File: src/rtl/alu_pkg.sv
package alu_pkg;
    typedef enum logic [3:0] {
        OP_ADD = 4'd0,
        OP_SUB = 4'd1,
        OP_LTS = 4'd2,
        OP_LTU = 4'd3,
        OP_AND = 4'd4,
        OP_OR  = 4'd5,
        OP_XOR = 4'd6,
        OP_NOR = 4'd7,
        OP_SLL = 4'd8,
        OP_SRL = 4'd9,
        OP_SRA = 4'd10
    } alu_op_e;

    localparam int IMM_W = 16;
    localparam logic [3:0] OP_LAST = 4'd10;
endpackage

File: src/rtl/alu_adder.sv
module alu_adder #(
    parameter int W = 32
) (
    input  logic [W-1:0] opa,
    input  logic [W-1:0] opb,
    input  logic         sub_mode,
    output logic [W-1:0] sum,
    output logic         cout
);
    logic [W-1:0] opb_eff;
    logic [W:0]   total;

    // subtract: A + ~B + 1 on the same carry chain
    always_comb begin
        opb_eff = sub_mode ? ~opb : opb;
        total   = {1'b0, opa} + {1'b0, opb_eff} + {{W{1'b0}}, sub_mode};
    end

    assign sum  = total[W-1:0];
    assign cout = total[W];
endmodule

File: src/rtl/alu_logic.sv
module alu_logic #(
    parameter int W     = 32,
    parameter int IMM_W = 16
) (
    input  logic [W-1:0]     opa,
    input  logic [W-1:0]     opb,
    input  logic [IMM_W-1:0] imm,
    input  logic             use_imm,
    input  logic [1:0]       fn,
    output logic [W-1:0]     out
);
    logic [W-1:0] imm_ext;
    logic [W-1:0] rhs;

    generate
        if (W > IMM_W) begin : g_pad
            assign imm_ext = {{(W-IMM_W){1'b0}}, imm};
        end else begin : g_trim
            assign imm_ext = imm[W-1:0];
        end
    endgenerate

    always_comb begin
        rhs = use_imm ? imm_ext : opb;
        case (fn)
            2'd0:    out = opa & rhs;
            2'd1:    out = opa | rhs;
            2'd2:    out = opa ^ rhs;
            default: out = ~(opa | rhs);
        endcase
    end
endmodule

File: src/rtl/alu_shift.sv
module alu_shift #(
    parameter int W   = 32,
    parameter int SHW = $clog2(W)
) (
    input  logic [W-1:0]   opa,
    input  logic [SHW-1:0] amt,
    input  logic [1:0]     mode,
    output logic [W-1:0]   out
);
    always_comb begin
        case (mode)
            2'd0:    out = opa << amt;
            2'd1:    out = opa >> amt;
            default: out = W'($signed(opa) >>> amt);
        endcase
    end
endmodule

File: src/rtl/alu_core.sv
module alu_core #(
    parameter int W = 32
) (
    input  logic [W-1:0] a_in,
    input  logic [W-1:0] b_in,
    input  logic [3:0]   op_sel,
    input  logic [15:0]  imm_val,
    input  logic         imm_en,
    output logic [W-1:0] result,
    output logic         carry_o,
    output logic         zero_o,
    output logic         neg_o
);
    import alu_pkg::*;

    localparam int SHW = $clog2(W);

    alu_op_e      op;
    logic         sub_mode;
    logic [W-1:0] add_sum;
    logic         add_cout;
    logic [W-1:0] logic_out;
    logic [W-1:0] shift_out;
    logic         a_top, b_top, d_top, same_top;
    logic         lt_signed, lt_unsigned;
    logic         op_valid;

    assign op       = alu_op_e'(op_sel);
    assign sub_mode = (op == OP_SUB) || (op == OP_LTS) || (op == OP_LTU);

    alu_adder #(.W(W)) u_add (
        .opa(a_in), .opb(b_in), .sub_mode(sub_mode),
        .sum(add_sum), .cout(add_cout)
    );

    alu_logic #(.W(W), .IMM_W(IMM_W)) u_log (
        .opa(a_in), .opb(b_in), .imm(imm_val), .use_imm(imm_en),
        .fn(op_sel[1:0]), .out(logic_out)
    );

    alu_shift #(.W(W), .SHW(SHW)) u_shf (
        .opa(a_in), .amt(b_in[SHW-1:0]), .mode(op_sel[1:0]),
        .out(shift_out)
    );

    // comparison from operand top bits and the difference top bit
    always_comb begin
        a_top       = a_in[W-1];
        b_top       = b_in[W-1];
        d_top       = add_sum[W-1];
        same_top    = ~(a_top ^ b_top);
        lt_signed   = (a_top & ~b_top) | (same_top & d_top);
        lt_unsigned = (~a_top & b_top) | (same_top & d_top);
    end

    always_comb begin
        result   = '0;
        carry_o  = 1'b0;
        op_valid = 1'b1;
        case (op)
            OP_ADD, OP_SUB: begin
                result  = add_sum;
                carry_o = add_cout;
            end
            OP_LTS:                         result = {{(W-1){1'b0}}, lt_signed};
            OP_LTU:                         result = {{(W-1){1'b0}}, lt_unsigned};
            OP_AND, OP_OR, OP_XOR, OP_NOR:  result = logic_out;
            OP_SLL, OP_SRL, OP_SRA:         result = shift_out;
            default:                        op_valid = 1'b0;
        endcase
    end

    assign zero_o = op_valid & (result == '0);
    assign neg_o  = op_valid & result[W-1];
endmodule

File: config.mk
export PLATFORM = sky130hd
export DESIGN_NAME = alu_core
export DESIGN_NICKNAME = d
export VERILOG_FILES = /design/src/rtl/alu_pkg.sv /design/src/rtl/alu_adder.sv /design/src/rtl/alu_logic.sv /design/src/rtl/alu_shift.sv /design/src/rtl/alu_core.sv
export SDC_FILE = /design/constraint.sdc
export NUM_CORES = 1
export LEC_CHECK = 0
export ABC_AREA = 1
export BUFFER_PORTS_ARGS = -buffer_cell sky130_fd_sc_hd__buf_2
export CORE_MARGIN = 4
export CORE_UTILIZATION = 46
export DETAILED_ROUTE_END_ITERATION = 6
export GPL_ROUTABILITY_DRIVEN = 0
export GPL_TIMING_DRIVEN = 0
export PLACE_DENSITY = 0.66
export REMOVE_ABC_BUFFERS = 1
export SETUP_SLACK_MARGIN = 0.15
export SLEW_MARGIN = 20
export SYNTH_ARGS = -nofsm -noshare
export SYNTH_HDL_FRONTEND = slang
export SYNTH_SLANG_ARGS = --single-unit
File: constraint.sdc
create_clock -name vclk -period 10.79
set_input_delay 1.079 -clock vclk [all_inputs]
set_output_delay 1.079 -clock vclk [all_outputs]
set_load 0.01 [all_outputs]
==> summary.md <==
| Metric | Value |
|---|---|
| Status | completed |
| Adder-Cell Fraction of Synth Area | 0.1374 |
| First-pass GRT wire length | between 50 and 60 mm |
| Non-Filler Instances | approximately 2100 |
| Number of global-route vias before repair | around 11000 |
| Max Cap Viol | 0 |
| Fin Setup TNS | 0 ns |
| Share of post-route cells with drive strength above 1 | 0.1015 |
| Total GRT Usage | 0.3200 |
| Combinational family with the most area after synthesis | simple AND/OR/NAND/NOR gates |
| Post-Syn Instances | 1788 |
| Postcts setup bufs | 0 |
| Multiplexer area fraction after synthesis | 0.003310 |
| Period utilization | 0.6254 |
| CP most frequent cell | nor2_1 |
| Crit. End Element | output pin |
| Die height | about 150 µm |
| Leak | about 0.0053 µW |
| Core Area | between 15000 and 20000 µm² |
| Die area | 22030 µm² |
| NetSw | between 300 and 400 µW |
| DRC errors left | 0 |
| Gate power share | 1.000 |
| Gr ovfl total | 0 |
| Met1 wire length | roughly 15 mm |
| Compound-Gate Fraction of Synth Area | 0.1699 |
| CTS Hold Bufs | 0 |
| Synth cell types | 52 |
| Simple-gate share of the synthesized area | 0.5265 |
| Pin count of the biggest net entering global routing | between 70 and 80 |
| Starting Density | 0.4677 |
| Routed wl met2 | 16.16 mm |
| Internal Pwr Total | 174.5 µW |
| Placed insts | approximately 2100 |
| Final setup fails | 0 |
| DP HPWL | 28.17 mm |
| Crit path DAT | 5.67 ns |
| Class of the worst hold path | in -> out |
| Clk network pwr share | 0 |
| Post-Synth XOR/XNOR Area | 0.03089 |
| Crit path cell chain | buf_2, clkinv_2, xor2_1, ha_1, or2_0, and2_1, nand2_1, nand2_1, nand2_1, nand3_1, o21ai_0, nor2_1, nor2_1, nand3_1, nor2_1, nand2_1, nor2_1, nand3_1, nor2_1, buf_2 |
| Final net count | 2008 |
| Worst Hold Margin | between 2 and 3 ns |
| Least-Margin Pin Slew | 1.157 ns |
| Final Routed Wirelength | 36.54 mm |
| Post-synth top area share | 0.2338 |
| Via/cell ratio | slightly below 6 |
| Initial DRC count | about 1500 |
| Place WS | between 4 and 5 ns |
| Sequential share of power | 0 |
| Die X-Extent | between 100 and 150 µm |
| Seq_cells | 0 |
| Rel. slew slack | 0.2288 |
| Rows | between 50 and 60 |
| Top-Level Pins | 120 |
| Critical path type | in -> out |
| Minimum clock period | 6.748 ns |
| PD cells | 56.38 nW/µm² |
| Yosys warns | 0 |
| VDD IR max | 25.84 µV |
| Post-route setup slack | roughly 4.0 ns |
| Max Transition Viols Final | 0 |
| Mean Syn Cell Area | about 5.1 µm² |
| Sequential cell area | 0 µm² |
| Wire per inst | 17.50 µm |
| Final core occ | 0.4967 |
| Critical-path top delay cell | buf_2 |
| ANT nets after route | 0 |
| Switching Fraction | 0.6787 |
| Largest cells by area after synthesis | nand2_1 23%, nand3_1 17%, ha_1 14%, inv_1 8.1%, nor2_1 5.9% |
| WP data required | approximately 10 ns |
| Buffers on Ports | 120 |
| WL met3 | 3.848 mm |
| Area Overhead vs Synth | 6.206% |
| Post-Syn Area | between 9000 and 10000 µm² |
| Vias | around 12000 |
| Final Hold Viols | 0 |
| Yosys top cell by area | nand2_1 |
| RSZ-0062 raised after global routing | no |
| Highest Signal Layer | met5 |
| Sequential-to-total area share from yosys stat | 0 |
| Antenna violations before repair | 1 |
| CP startpoint kind | input pin |
| Max Clock Freq | ~150 MHz |
| Clock buf count | 0 |
| CP peak stage delay | between 0.8 and 0.9 ns |
| Post-CTS Resized | 0 |
| Max FO, Critical Path | 56 |
| DRT Pass-1 Iters | 7 |
==> per-layer routing <==
| layer | track usage | vias up |
|---|---|---|
| li1 | - | 5972 |
| met1 | 0.4378 | 5540 |
| met2 | 0.5224 | 687 |
| met3 | 0.03047 | 113 |
| met4 | 0.1178 | 2 |
| met5 | 0 | - |
==> stage by stage <==
step                cell area [µm²]  power (µW)
detailed placement             9628       526.6
global route                   9633       604.6
finish                         9635       543.2
CTS                            9628       528.9
floorplan                      8642       354.5
global placement               9574       517.8
==> cells in the mapped netlist (6+ instances only) <==
cell / instances
a21oi_1: 81
a221oi_1: 9
a31oi_1: 6
and2_1: 9
buf_1: 16
buf_2: 26
buf_4: 10
clkbuf_1: 32
ha_1: 98
inv_1: 196
nand2_1: 565
nand2_2: 19
nand3_1: 305
nand3b_1: 6
nand4_1: 15
nor2_1: 142
o2111ai_1: 22
o211ai_1: 11
o21ai_0: 93
o21ai_1: 14
or2_2: 17
xnor2_1: 12
xor2_1: 20
==> power groups by stage <==
| stage | logic, µW | clock network (µW) | registers [µW] |
|---|---|---|---|
| after floorplan | 354 | 0 | 0 |
| after global placement | 518 | 0 | 0 |
| after detailed placement | 527 | 0 | 0 |
| after CTS | 529 | 0 | 0 |
| after global routing | 605 | 0 | 0 |
| final | 543 | 0.00000711 | 0 |
==> worst paths after layout <==
| path | start | to | slack [ns] | cells past startpoint |
|---|---|---|---|---|
| hold / removal | op_sel[3] | zero_o | 2.61 | 5 |
| setup / recovery | b_in[3] | zero_o | 4.04 | 20 |
==> kinds of logic after synthesis <==
| group | count (synthesis) |
|---|---|
| and+or+nand+nor | 1100 |
| adders and majority gates | 99 |
| buffers and inverters | 291 |
| AOI/OAI and AO/OA | 263 |
| xor gates and xnor gates | 32 |
| muxes | 3 |
==> critical path, delay by kind of cell <==
| kind | cells | cell delay, ns |
|---|---|---|
| buffers and inverters | 3 | 1.75 |
| AO/OA/AOI/OAI | 1 | 0.19 |
| AND/OR/NAND/NOR | 14 | 1.93 |
| XOR/XNOR | 1 | 0.34 |
| adder cells (fa/ha/maj) | 1 | 0.34 |
==> layout by cell type (no fill, tap or decap), types with 2 or more instances in the layout <==
cell       synthesis  routed
a211oi_1           2       2
a21boi_0           2       2
a21o_1             4       4
a21oi_1           81      81
a221oi_1           9       9
a31oi_1            6       6
and2_1             9       9
buf_2             26     119
clkinv_1           3       2
ha_1              98      98
inv_1            196     192
inv_2              2       5
inv_4              2       3
mux2i_1            3       3
nand2_1          565     564
nand2_2           19      20
nand3_1          305     305
nand3_2            5       5
nand3b_1           6       6
nand4_1           15      15
nor2_1           142     141
nor2_2             3       4
nor3_1             5       5
o2111ai_1         22      22
o211ai_1          11      11
o21a_1             3       3
o21ai_0           93      93
o21ai_1           14      14
o21ai_2            2       2
o21bai_1           5       5
o22ai_1            4       4
or2_0              2       2
or2_2             17      17
xnor2_1           12      12
xor2_1            20      20
==> cell type report <==
| cell class | instances | area [µm²] |
|---|---|---|
| repair buffers | 122 | 650.6 |
| well taps | 265 | 331.6 |
| multi-input cells | 1497 | 7880 |
| inverters | 203 | 770.7 |
| fillers | 2242 | 9763 |
| diodes | 1 | 2.502 |
(Power assumes the default switching activity.)
